[config.mk]
export PLATFORM = sky130hd
export DESIGN_NAME = host_route_decoder
export DESIGN_NICKNAME = d
export VERILOG_FILES = /design/src/rtl/hdr_pkg.sv /design/src/rtl/hdr_range_table.sv /design/src/rtl/hdr_range_match.sv /design/src/rtl/hdr_route_stage.sv /design/src/rtl/host_route_decoder.sv
export SDC_FILE = /design/constraint.sdc
export NUM_CORES = 1
export LEC_CHECK = 0
export ABC_AREA = 1
export CORE_MARGIN = 5
export CORE_UTILIZATION = 40
export CTS_CLUSTER_SIZE = 10
export DETAILED_ROUTE_END_ITERATION = 8
export DONT_BUFFER_PORTS = 1
export HOLD_SLACK_MARGIN = 0.06
export PLACE_DENSITY = 0.63
export SYNTH_ARGS = -nofsm -noshare
export SYNTH_HDL_FRONTEND = slang
export SYNTH_HIERARCHICAL = 1
export SYNTH_SLANG_ARGS = --single-unit
[constraint.sdc]
create_clock -name clk -period 2.7 [get_ports clk]
set_input_delay 0.27 -clock clk [delete_from_list [all_inputs] [get_ports clk]]
set_output_delay 0.27 -clock clk [all_outputs]
set_load 0.005 [all_outputs]
[src/rtl/hdr_pkg.sv]
package hdr_pkg;
   typedef enum logic {
      SPACE_MEM = 1'b0,
      SPACE_IO  = 1'b1
   } space_e;

   function automatic logic in_window(input logic [63:0] a,
                                      input logic [63:0] lo,
                                      input logic [63:0] hi);
      return (a >= lo) && (a <= hi);
   endfunction
endpackage

[src/rtl/hdr_range_table.sv]
module hdr_range_table #(
   parameter int ADDR_W = 32,
   parameter int N_WIN  = 8,
   parameter int CHW    = 2,
   localparam int IW    = (N_WIN > 1) ? $clog2(N_WIN) : 1
) (
   input  logic                          clk,
   input  logic                          rst_n,
   input  logic                          wr_en,
   input  logic [IW-1:0]                 wr_idx,
   input  logic [ADDR_W-1:0]             wr_base,
   input  logic [ADDR_W-1:0]             wr_limit,
   input  logic                          wr_io,
   input  logic [CHW-1:0]                wr_chain,
   input  logic                          wr_on,
   output logic [N_WIN-1:0][ADDR_W-1:0]  t_base,
   output logic [N_WIN-1:0][ADDR_W-1:0]  t_limit,
   output logic [N_WIN-1:0]              t_io,
   output logic [N_WIN-1:0][CHW-1:0]     t_chain,
   output logic [N_WIN-1:0]              t_on
);
   for (genvar w = 0; w < N_WIN; w++) begin : g_win
      always_ff @(posedge clk or negedge rst_n) begin
         if (!rst_n) begin
            t_base[w]  <= '0;
            t_limit[w] <= '0;
            t_io[w]    <= 1'b0;
            t_chain[w] <= '0;
            t_on[w]    <= 1'b0;
         end else if (wr_en && (wr_idx == IW'(w))) begin
            t_base[w]  <= wr_base;
            t_limit[w] <= wr_limit;
            t_io[w]    <= wr_io;
            t_chain[w] <= wr_chain;
            t_on[w]    <= wr_on;
         end
      end
   end

   // a window written with enable low stays silent afterwards
   assert_disable_write_R6: assert property (@(posedge clk) disable iff (!rst_n)
      (wr_en && !wr_on) |=> !t_on[$past(wr_idx)]);
endmodule

[src/rtl/hdr_range_match.sv]
module hdr_range_match
   import hdr_pkg::*;
#(
   parameter int ADDR_W = 32,
   parameter int N_WIN  = 8,
   parameter int CHW    = 2
) (
   input  logic                          clk,
   input  logic                          rst_n,
   input  logic [ADDR_W-1:0]             addr,
   input  logic                          is_io,
   input  logic [N_WIN-1:0][ADDR_W-1:0]  t_base,
   input  logic [N_WIN-1:0][ADDR_W-1:0]  t_limit,
   input  logic [N_WIN-1:0]              t_io,
   input  logic [N_WIN-1:0][CHW-1:0]     t_chain,
   input  logic [N_WIN-1:0]              t_on,
   output logic                          hit,
   output logic [CHW-1:0]                hit_chain
);
   logic [N_WIN-1:0] hv;

   for (genvar w = 0; w < N_WIN; w++) begin : g_cmp
      assign hv[w] = t_on[w] && (t_io[w] == is_io) &&
                     in_window(64'(addr), 64'(t_base[w]), 64'(t_limit[w]));
   end

   always_comb begin
      hit       = 1'b0;
      hit_chain = '0;
      for (int w = N_WIN - 1; w >= 0; w--) begin
         if (hv[w]) begin
            hit       = 1'b1;
            hit_chain = t_chain[w];
         end
      end
   end

   // a reported hit always names the chain of some hitting window
   assert_hit_source_R2: assert property (@(posedge clk) disable iff (!rst_n)
      hit |-> (hv != '0));
   // window 0 hitting fixes the chain to window 0's chain
   assert_lowest_wins_R4: assert property (@(posedge clk) disable iff (!rst_n)
      hv[0] |-> (hit_chain == t_chain[0]));
endmodule

[src/rtl/hdr_route_stage.sv]
module hdr_route_stage #(
   parameter int ADDR_W  = 32,
   parameter int N_CHAIN = 4,
   parameter int CHW     = 2
) (
   input  logic                            clk,
   input  logic                            rst_n,
   input  logic                            in_valid,
   output logic                            in_ready,
   input  logic [ADDR_W-1:0]               in_addr,
   input  logic                            in_io,
   input  logic [CHW-1:0]                  in_chain,
   input  logic                            in_compat,
   output logic [N_CHAIN-1:0]              out_valid,
   input  logic [N_CHAIN-1:0]              out_ready,
   output logic [N_CHAIN-1:0][ADDR_W-1:0]  out_addr,
   output logic [N_CHAIN-1:0]              out_is_io,
   output logic [N_CHAIN-1:0]              out_compat
);
   logic              h_v;
   logic [ADDR_W-1:0] h_addr;
   logic              h_io;
   logic [CHW-1:0]    h_chain;
   logic              h_compat;

   assign in_ready = !h_v || out_ready[h_chain];

   always_ff @(posedge clk or negedge rst_n) begin
      if (!rst_n) begin
         h_v      <= 1'b0;
         h_addr   <= '0;
         h_io     <= 1'b0;
         h_chain  <= '0;
         h_compat <= 1'b0;
      end else if (in_ready) begin
         h_v <= in_valid;
         if (in_valid) begin
            h_addr   <= in_addr;
            h_io     <= in_io;
            h_chain  <= in_chain;
            h_compat <= in_compat;
         end
      end
   end

   for (genvar c = 0; c < N_CHAIN; c++) begin : g_port
      assign out_valid[c]  = h_v && (h_chain == CHW'(c));
      assign out_addr[c]   = h_addr;
      assign out_is_io[c]  = h_io;
      assign out_compat[c] = h_compat;

      // a stalled chain keeps its request unchanged
      assert_hold_R9: assert property (@(posedge clk) disable iff (!rst_n)
         (out_valid[c] && !out_ready[c]) |=>
            (out_valid[c] && $stable(out_addr[c]) && $stable(out_compat[c])));
   end

   // at most one chain sees a request
   assert_onehot_R9: assert property (@(posedge clk) disable iff (!rst_n)
      $onehot0(out_valid));
   // input closed while the presented request is not taken
   assert_stall_R9: assert property (@(posedge clk) disable iff (!rst_n)
      ((out_valid != '0) && ((out_valid & out_ready) == '0)) |-> !in_ready);
   // an accepted request is presented after one edge
   assert_take_R8: assert property (@(posedge clk) disable iff (!rst_n)
      (in_valid && in_ready) |=> ((out_valid != '0) && (out_addr[h_chain] == $past(in_addr))));
endmodule

[src/rtl/host_route_decoder.sv]
module host_route_decoder #(
   parameter int ADDR_W  = 32,
   parameter int N_WIN   = 8,
   parameter int N_CHAIN = 4,
   localparam int IW     = (N_WIN > 1) ? $clog2(N_WIN) : 1,
   localparam int CHW    = (N_CHAIN > 1) ? $clog2(N_CHAIN) : 1
) (
   input  logic                            clk,
   input  logic                            rst_n,
   input  logic                            req_valid,
   output logic                            req_ready,
   input  logic [ADDR_W-1:0]               req_addr,
   input  logic                            req_is_io,
   input  logic                            cfg_entry_we,
   input  logic [IW-1:0]                   cfg_entry_idx,
   input  logic [ADDR_W-1:0]               cfg_base,
   input  logic [ADDR_W-1:0]               cfg_limit,
   input  logic                            cfg_is_io,
   input  logic [CHW-1:0]                  cfg_chain,
   input  logic                            cfg_enable,
   input  logic                            cfg_compat_we,
   input  logic [CHW-1:0]                  cfg_compat_chain,
   output logic [N_CHAIN-1:0]              out_valid,
   input  logic [N_CHAIN-1:0]              out_ready,
   output logic [N_CHAIN-1:0][ADDR_W-1:0]  out_addr,
   output logic [N_CHAIN-1:0]              out_is_io,
   output logic [N_CHAIN-1:0]              out_compat
);
   initial begin
      if (ADDR_W < 1 || ADDR_W > 64) $fatal(1, "ADDR_W must lie in 1..64");
      if (N_WIN < 1)                 $fatal(1, "N_WIN must be at least 1");
      if (N_CHAIN < 2)               $fatal(1, "N_CHAIN must be at least 2");
      if ((1 << CHW) != N_CHAIN)     $fatal(1, "N_CHAIN must be a power of two");
   end

   logic [N_WIN-1:0][ADDR_W-1:0] t_base;
   logic [N_WIN-1:0][ADDR_W-1:0] t_limit;
   logic [N_WIN-1:0]             t_io;
   logic [N_WIN-1:0][CHW-1:0]    t_chain;
   logic [N_WIN-1:0]             t_on;
   logic [CHW-1:0]               compat_q;
   logic                         m_hit;
   logic [CHW-1:0]               m_chain;
   logic [CHW-1:0]               sel_chain;

   always_ff @(posedge clk or negedge rst_n) begin
      if (!rst_n)             compat_q <= '0;
      else if (cfg_compat_we) compat_q <= cfg_compat_chain;
   end

   hdr_range_table #(.ADDR_W(ADDR_W), .N_WIN(N_WIN), .CHW(CHW)) u_table (
      .clk(clk), .rst_n(rst_n),
      .wr_en(cfg_entry_we), .wr_idx(cfg_entry_idx), .wr_base(cfg_base),
      .wr_limit(cfg_limit), .wr_io(cfg_is_io), .wr_chain(cfg_chain), .wr_on(cfg_enable),
      .t_base(t_base), .t_limit(t_limit), .t_io(t_io), .t_chain(t_chain), .t_on(t_on)
   );

   hdr_range_match #(.ADDR_W(ADDR_W), .N_WIN(N_WIN), .CHW(CHW)) u_match (
      .clk(clk), .rst_n(rst_n),
      .addr(req_addr), .is_io(req_is_io),
      .t_base(t_base), .t_limit(t_limit), .t_io(t_io), .t_chain(t_chain), .t_on(t_on),
      .hit(m_hit), .hit_chain(m_chain)
   );

   assign sel_chain = m_hit ? m_chain : compat_q;

   hdr_route_stage #(.ADDR_W(ADDR_W), .N_CHAIN(N_CHAIN), .CHW(CHW)) u_stage (
      .clk(clk), .rst_n(rst_n),
      .in_valid(req_valid), .in_ready(req_ready), .in_addr(req_addr), .in_io(req_is_io),
      .in_chain(sel_chain), .in_compat(!m_hit),
      .out_valid(out_valid), .out_ready(out_ready), .out_addr(out_addr),
      .out_is_io(out_is_io), .out_compat(out_compat)
   );

   // a missed request lands flagged on the compatibility chain of its accept cycle
   assert_miss_route_R3: assert property (@(posedge clk) disable iff (!rst_n)
      (req_valid && req_ready && !m_hit) |=>
         ((out_valid == (N_CHAIN'(1) << $past(compat_q))) && ((out_valid & out_compat) != '0)));
   // a hit never carries the flag, even on the compatibility chain
   assert_hit_clear_R7: assert property (@(posedge clk) disable iff (!rst_n)
      (req_valid && req_ready && m_hit) |=> ((out_valid & out_compat) == '0));
endmodule

* Word level (Yosys, flattened, before mapping)
Index checks and enable logic that the tools add are counted.
Operators by class: $add $sub $neg 0, multiply operators 0, div/mod/pow operators 0, order comparisons 17, equality and inequality tests 18, shift operators 0, multiplexer cells 19, bitwise operators 0, reduce and logical (&&, ||, !) cells 42
Operators with widths (number):
- $ge 32x32->1 | 8
- $le 32x32->1 | 8
- $logic_and 1x1->1 | 36
- $mux 2 | 9
- $eq 3x3->1 const B | 4
- $mux 1 | 9
- $eq 1x1->1 | 8
- $eq 3x2->1 const B | 2
- $eq 2x2->1 const B | 2
- $eq 3x1->1 const B | 1
- $logic_not 3->1 | 1
- $lt 2x3->1 const B | 1
- $bmux 1 s2 | 1
- $eq 2x1->1 const B | 1
- $logic_not 1->1 | 2
- $logic_not 2->1 | 1
- $reduce_and 2->1 | 1
- $logic_or 1x1->1 | 1
Word-level totals: register bits after elaboration 583, latch bits 0, bits in writable memories 0, memory bits (read-only) 0, bits of input ports 115, output and inout port bits 141, memories 0

* Longest topological paths before layout
Gate-level depths: netlist (run 1).
depth after elaboration 12, mapped depth 28

* Hierarchy
The synthesis (run 1) kept the hierarchy.
By module, submodules not included:
- hdr_range_table | times used 1, cells an instance 2413, area an instance 21099.0 µm²
- hdr_range_match | times used 1, cells an instance 2187, area an instance 13661.9 µm²
- hdr_route_stage | times used 1, cells an instance 278, area an instance 2443.6 µm²
- host_route_decoder | times used 1, cells an instance 16, area an instance 102.6 µm²

* Worst setup path before layout (run 1)
Ideal clock, no wire load.
path type input-to-reg, from in req_addr[0], to reg u_stage.h_chain[0], library setup time 0.117 ns, arrival time 2.015 ns, data required time 2.583 ns, path slack 0.568 ns, stages 27, buffers on the path 0, path through inv_1 -> ha_1 -> inv_1 -> nand2_1 -> nand2_1 -> nand2_1 -> nand2_1 -> nand2_1 -> nand2_1 -> nand2_1 -> nand2_1 -> nand2_1 -> nand2_1 -> nand2_1 -> nand3_1 -> nand3_1 -> nand3_1 -> nand2_1 -> nand2_1 -> nand2_1 -> nand2_1 -> nand3_1 -> nand2_1 -> nand2_1 -> nand2_1 -> nand3_2 -> nand2_1
Between the ends: cells in the longest elaborated chain, start to end 12, elaborated cells on any way between the ends 49, classes of those cells order compare (16); mux (17); reduce/logical (16)
Ends and longest elaborated chain:
- start: declaration | RTL line host_route_decoder.sv:12 | input logic [ADDR_W-1:0] req_addr,
- $ge 32x32->1 / $le 32x32->1 (equally long branches) | RTL line hdr_pkg.sv:10 | return (a >= lo) && (a <= hi);
- $logic_and 1x1->1 | RTL line hdr_pkg.sv:10
- $logic_and 1x1->1 | RTL line hdr_range_match.sv:23 | assign hv[w] = t_on[w] && (t_io[w] == is_io) &&
- $mux 2 (7 in series) | RTL line hdr_range_match.sv:31 | if (hv[w]) begin
- $mux 2 (*) | RTL line hdr_range_match.sv:31
- net m_chain[0] | RTL line host_route_decoder.sv:43 | logic [CHW-1:0] m_chain;
- $mux 2 (*) | RTL line host_route_decoder.sv:65 | assign sel_chain = m_hit ? m_chain : compat_q;
- net sel_chain[0] | RTL line host_route_decoder.sv:44 | logic [CHW-1:0] sel_chain;
- end signal: assignment | RTL line hdr_route_stage.sv:40 | h_chain <= in_chain;
- end: declaration | RTL line hdr_route_stage.sv:23 | logic [CHW-1:0] h_chain;
The timed path passes the listed nets; every way through them passes the cells marked *. A chain may end at the register's enable or synchronous reset.

* Final worst setup path (run 1)
from reg u_table/t_limit[215] (netlist bit), to reg u_stage.h_chain[1]
Between the ends: cells in the longest elaborated chain, start to end 11, elaborated cells on any way between the ends 18, classes of those cells order compare (1); mux (15); reduce/logical (2)
Ends and longest elaborated chain:
- start: declaration | RTL line hdr_range_table.sv:17 | output logic [N_WIN-1:0][ADDR_W-1:0] t_limit,
- start signal: indexed assignment | RTL line hdr_range_table.sv:32 | t_limit[w] <= wr_limit;
- $le 32x32->1 | RTL line hdr_pkg.sv:10
- $logic_and 1x1->1 | RTL line hdr_pkg.sv:10
- $logic_and 1x1->1 | RTL line hdr_range_match.sv:23
- $mux 2 (7 in series) | RTL line hdr_range_match.sv:31
- net m_chain[1] | RTL line host_route_decoder.sv:43
- $mux 2 | RTL line host_route_decoder.sv:65
- net sel_chain[1] | RTL line host_route_decoder.sv:44
The timed path passes the listed nets, and every way through them passes these cells.

==> results of run 1 <==
## worst paths after layout
check                                      from              endpoint  slack, ps  depth (start not counted)
hold / removal                            rst_n   u_table/t_limit[24]       -550                          0
setup reg to reg           u_table/t_limit[215]    u_stage/h_chain[1]        120                         23
setup / recovery           u_table/t_limit[215]    u_stage/h_chain[1]        120                         23
max in group asynchronous                 rst_n    u_table/t_base[50]       1910                          0
min in group clk                      req_valid           u_stage/h_v        120                          2
hold reg to reg            u_table/t_limit[234]  u_table/t_limit[234]        470                          2
## sequential cells by signal (all words and copies together), names as in the netlist
signal	count
u_stage/h_addr	32
u_stage/h_io	1
u_table/t_on	8
u_table/t_io	8
u_table/t_limit	256
u_stage/h_v	1
u_table/t_chain	16
u_stage/h_chain	2
u_table/t_base	256
compat_q	2
u_stage/h_compat	1
## metal layers
metal	global-route usage [%]	part of all wire (%)	vias up
li1	-	-	15220
met1	31.40	45	14990
met2	36.63	45	882
met3	4.909	7.2	174
met4	6.428	2.7	8
met5	0.9188	0.14	-
## critical path: stages (launching register included)
cell	delay, ps
dfrtp_1	340
inv_1	50
ha_1	300
nand2_1	80
nor2_2	130
nand4_1	320
nor2_2	220
nand2_1	70
nand2_1	70
nand2_2	80
nand3_4	80
nand2_2	50
nand3_2	60
nand2_1	50
nand2_1	60
nand2_1	60
nand2_1	50
nand2_1	50
nand2_1	70
nand2_1	50
nand2_1	60
nand2_1	50
nand3_1	70
nand2_1	70
## cell type report
type / instances / area (um2) / share of cell area (%)
sequential: 583 / 14590 / 34.84
multi-input combinational: 3353 / 19260 / 45.99
clock buffer: 90 / 1972 / 4.710
tap: 1254 / 1569 / 3.747
clock inverter: 6 / 48.80 / 0.1165
antenna: 10 / 25.02 / 0.05977
inverter: 632 / 2374 / 5.669
timing repair buffer: 212 / 2036 / 4.862
## report_power, final
group / switching [mW] / leakage, nW / internal, mW
registers: 1.47 / 7.32 / 10.6
clock network: 3.74 / 0.995 / 5.06
logic: 4.76 / 14.2 / 3.16
total: 9.97 / 22.5 / 18.8
## placed cells by master (no fill, tap or decap), drive strengths merged, types with 10 or more instances in the layout
| master | netlist | layout |
|---|---|---|
| a21oi | 250 | 250 |
| buf | 185 | 81 |
| clkbuf | 141 | 90 |
| dfrtp | 583 | 583 |
| diode | 0 | 10 |
| dlygate4sd3 | 0 | 131 |
| ha | 512 | 512 |
| inv | 632 | 633 |
| nand2 | 1883 | 1883 |
| nand3 | 361 | 361 |
| nand4 | 53 | 53 |
| nor2 | 129 | 129 |
| nor3 | 16 | 16 |
| o211ai | 13 | 13 |
| o21a | 18 | 18 |
| o21ai | 83 | 83 |
## timing repair
| item | CTS | global route |
|---|---|---|
| endpoints found under the hold margin | 1165 | 583 |
| setup endpoints to repair | 2 | 3 |
| pin swaps | 3 | 68 |
| buffers inserted | 0 | 13 |
| resized for setup | 6 | 124 |
## cell families after synthesis
logic type                 after synthesis  synth area share [%]
and+or+nand+nor                       2460                 27.14
buffers and inverters                  958                 11.14
DFF                                    583                 39.11
adders and majority gates              512                 17.17
AOI/OAI and AO/OA                      381                 5.443
## stage by stage
stage          setup TNS (ps)  hold slack [ps]  utilization, %  std cells  power (mW)
2_1_floorplan               0           -25.59               -       4894       18.50
3_3_place_gp           -100.6            63.93           40.69       5889       18.92
3_5_place_dp           -85.10            61.12           40.69       5889       19.21
4_1_cts                     0           -599.7           44.32       6117       28.61
5_1_grt                -97.49           -593.6           45.05       6135       30.86
6_report                    0           -552.7           45.07       6140       28.75
==> flow_summary_export.csv, run 1 <==
group,metric,value,unit
run_status,outcome,"finished, violations left",
run_status,violations,"hold timing, slew limit",
clock_network,cts_tree,"done",
critical_path,cp.arrival,3080,ps
synthesis,synth_area,37310,um2
synthesis,yosysSeqAreaShare,39.11,%
synthesis,syn_avg_cell_area,7.623,um2
grt,grt_pass1_wl,177100,um
critical_path,cp-start-kind,"flip-flop",
drt,wl_per_cell,18.92,um
critical_path,path_class,"flip-flop to flip-flop",
synthesis,synthFlopType,"dfrtp_1",
critical_path,worstPathMaxFanout,3,
timing,timing.hold.ws,-552.7,ps
clock_network,hold_buffers,132,
synthesis,synth_area_leaders,"dfrtp_1 39%, nand2_1 19%, ha_1 17%",
finish,drive_gt1_share,7.096,%
finish,final_nets,5480,
timing,layout_setup_ws,122.9,ps
drt,drc,0,
floorplan,core,92910,um2
grt,grt.overflow.total,0,
synthesis,synth-edff-count,0,
finish,design_area,41870,um2
timing,period_share,95.45,%
placed_design,place.gp.congestion,0.8523,
placed_design,place_area,37800,um2
synthesis,yosysTopAreaCellShare,39.11,%
critical_path,worst_setup_path_end_kind,"flip-flop",
clock_network,h-tree-depth,3,
drt,drt-initial-drc-count,2519,
clock_network,cts-root-buf,"clkbuf_16",
clock_network,cts_inserted_buffers,71,
drt,viasPerCell,5.094,
clock_network,clock-sinks,583,
grt,antenna_found_initial,13,
worst_hold_path,hp-class,"input port to asynchronous set/reset pin",
power,p_leak,22.50,nW
synthesis,synth_top_area_cell,"dfrtp_1",
power,powerDensity,686.5,nW/um2
timing,hold_violations,583,
floorplan,num_io_pins,256,
timing,fmax,0.3880,GHz
synthesis,yosysWarnings,6,
run,max_cap_violations,0,
timing,worstMarginPinSlew,1803,ps
floorplan,die_h,315.4,um
synthesis,synth_common_cells,"1878 x nand2_1, 617 x inv_1, 583 x dfrtp_1",
synthesis,synth_fp_nets,5521,
timing,period_minus_slack,2577,ps
critical_path,crit_required,3200,ps
power,peakVddDrop,0.3735,mV
floorplan,die-area,99470,um2
finish,num-fill-cells,9186,
grt,grt_max_degree,584,
drt,vias,31280,
floorplan,num_rows,112,
placed_design,port_buffers,0,
floorplan,fp.dieW,315.4,um
placed_design,hpwl,73160,um
timing,slew_headroom,-20.23,%
drt,firstDrtPassIters,5,
timing,finalSetupViolCount,0,
grt,grt_util_all_layers,22.85,%
timing,rsz0062_at_grt,"true",
synthesis,synth_most_common_cell,"nand2_1",
synthesis,yosysUniqueCellTypes,42,
placed_design,dp_slack,-64.13,ps
clock_network,insertion_delay,610,ps
floorplan,start_util,40.15,%
synthesis,netlist_instances,4894,
clock_network,cts_buffer_depth,3,
finish,area_delta_synth_final,12.23,%
timing,fin_skew,19.01,ps
timing,slew_viol_final,186,
clock_network,clk_pin_slew_worst_paths,60,ps
synthesis,async_flop_share,100.0,%
grt,grt_pass1_vias,30320,
drt,drt_wl_total,116200,um
drt,antenna_left,0,
synthesis,synth_seq_cells,583,
No activity file was read; power rests on OpenSTA's default activity.
==> run 2, diff against run 1 <==
- CORE_ASPECT_RATIO: default -> 0.6
- RECOVER_POWER: default -> 50
==> run 2 against run 1 <==
Effect of this change:
- the flow finishes with violations (hold timing, capacitance limit, slew limit)
- global-route usage rose by 1.2 points
- power rose by 0.34%
- critical path depth is the same
- critical endpoint unchanged
- highest routed layer unchanged
==> flow_summary_export.csv, run 2 (same netlist as run 1, synthesis figures left out) <==
group,metric,value,unit
run_status,outcome,"finished, violations left",
run_status,violations,"hold timing, capacitance limit, slew limit",
critical_path,cp.arrival,3240,ps
timing,period_share,98.31,%
timing,hold_violations,583,
floorplan,num_io_pins,256,
critical_path,crit_start,"u_table/t_base[252]",
critical_path,crit_required,3280,ps
power,powerDensity,690.4,nW/um2
drt,drt_wl_total,121500,um
timing,finalSetupViolCount,0,
drt,vias,31620,
clock_network,h-tree-depth,3,
critical_path,path_class,"flip-flop to flip-flop",
critical_path,cp-start-kind,"flip-flop",
finish,reg.largest.list,"u_table/t_base: 256 flops, u_table/t_limit: 256 flops, u_stage/h_addr: 32 flops",
timing,slew_viol_final,216,
power,clkPwrFrac,29.5,%
floorplan,die-area,99680,um2
grt,grt.overflow.total,0,
finish,layout_common_cells,"1853 x nand2_1, 605 x inv_1, 583 x dfrtp_1",
power,p_comb_share,28.6,%
grt,grt_pass1_wl,183700,um
clock_network,clk_pin_slew_worst_paths,60,ps
critical_path,worst_setup_path_end_kind,"flip-flop",
finish,drive_gt1_share,7.100,%
grt,grt_pass1_vias,30160,
timing,timing.hold.ws,-655.1,ps
placed_design,port_buffers,0,
power,p_int,18.57,mW
power,p_leak,22.45,nW
clock_network,insertion_delay,640,ps
floorplan,die_h,246.6,um
critical_path,r2r-start,"u_table/t_base[252]",
finish,final_nets,5487,
timing,slew_headroom,-13.47,%
timing,rsz0062_at_grt,"true",
drt,wl_per_cell,19.88,um
placed_design,dp_slack,-49.79,ps
drt,antenna_left,0,
power,finalPower,28.84,mW
worst_hold_path,hp-class,"input port to asynchronous set/reset pin",
drt,drc,0,
critical_path,reg2reg_depth,23,
finish,fin_cells,6109,
power,power.switching,10.27,mW
clock_network,hold_buffers,130,
timing,worstMarginPinSlew,1702,ps
grt,antenna_found_initial,13,
timing,fmax,0.3767,GHz
finish,area_delta_synth_final,11.98,%
timing,fin_skew,20.06,ps
floorplan,core,92110,um2
floorplan,num_rows,86,
placed_design,place.gp.congestion,0.8591,
finish,final_common_cell,"nand2_1",
floorplan,fp.dieW,404.3,um
clock_network,cts_tree,"done",
power,p_sw_share,35.62,%
drt,drt-initial-drc-count,2945,
grt,grt_util_all_layers,24.07,%
critical_path,worstPathMaxFanout,2,
clock_network,cts_buffer_depth,3,
clock_network,cts-root-buf,"clkbuf_16",
power,peakVddDrop,0.4482,mV
timing,layout_setup_ws,45.56,ps
placed_design,hpwl,77840,um
grt,grt_max_degree,584,
run,max_cap_violations,1,
placed_design,dp_cells,5872,
clock_network,cts_inserted_buffers,69,
drt,firstDrtPassIters,6,
timing,period_minus_slack,2654,ps
floorplan,start_util,40.50,%
drt,viasPerCell,5.175,
clock_network,clock-sinks,583,
power,seqPwrFrac,41.8,%
-- run 2: cell count changes in the layout (fill, tap and decap cells not counted), moves of 7 or more --
cell     previous run  this run
nand2_1          1845      1853
inv_2              19        26
inv_1             612       605
nand2_2            27        19
buf_4              71        81
-- run 2: critical path, cell delays in order, from the launching register on --
cell and delay [ps]:
dfrtp_1 350, inv_2 60, ha_4 260, nand2_2 50, nor2_2 110, nand4_1 190
buf_4 210, nor2_4 200, nand2_2 90, a21oi_2 150, nand3_1 80, nand2_1 90
nand3_2 50, nand2_1 50, nand2_1 50, nand2_1 80, nand2_1 60, nand2_1 60
nand2_1 50, nand2_1 50, nand2_1 60, nand2_1 80, nand3_1 90, nand2_1 70
-- run 2: path summary, 6_finish.rpt --
check | slack [ps] | to
hold / removal | -660 | u_stage/h_addr[8]
setup reg to reg | 50 | u_stage/h_chain[1]
hold reg to reg | 470 | u_table/t_limit[251]
setup / recovery | 50 | u_stage/h_chain[1]
min in group clk | 120 | u_stage/h_v
max in group asynchronous | 2000 | u_table/t_limit[106]
-- run 2: layout make-up --
cell class | instances | area, um2
Fill cell | 9125 | 50330
Multi-Input combinational cell | 3353 | 19270
Sequential cell | 583 | 14590
Inverter | 632 | 2374
Timing Repair Buffer | 221 | 2118
Clock buffer | 78 | 1812
Tap cell | 1232 | 1541
Clock inverter | 6 | 60.06
Antenna cell | 4 | 10.01
-- run 2: power by group through the flow --
stage          registers (mW)  logic [mW]  clock network, mW
6_report                 12.1        8.26               8.52
5_1_grt                  12.4        9.51               9.08
4_1_cts                  12.1        7.82               8.73
3_5_place_dp             12.2        7.28                  0
3_3_place_gp             12.2        6.99                  0
2_1_floorplan            11.6        6.87                  0
-- run 2: routing by layer --
| metal | track usage (%) | up-vias | share of wire [%] |
|---|---|---|---|
| met1 | 36.57 | 14990 | 48 |
| met5 | 0 | - | 0.021 |
| met3 | 5.584 | 156 | 9.7 |
| li1 | - | 15230 | - |
| met4 | 5.556 | 4 | 2.0 |
| met2 | 34.38 | 1240 | 40 |
-- run 2: timing repair --
action / 4_1_cts / 5_1_grt
endpoints found under the hold margin: 1165 / 583
cloned: 0 / 0
endpoints found under the setup margin: 2 / 3
resized for setup: 6 / 125
setup buffers: 0 / 20
pin swaps: 1 / 62
-- run 2: through the flow --
stage,TNS (ps),area (um2),util [%]
2_1_floorplan,0,37310,-
3_3_place_gp,-48.10,37830,41.07
3_5_place_dp,-49.79,37830,41.07
4_1_cts,0,41040,44.56
5_1_grt,-151.4,41770,45.35
6_report,0,41780,45.36
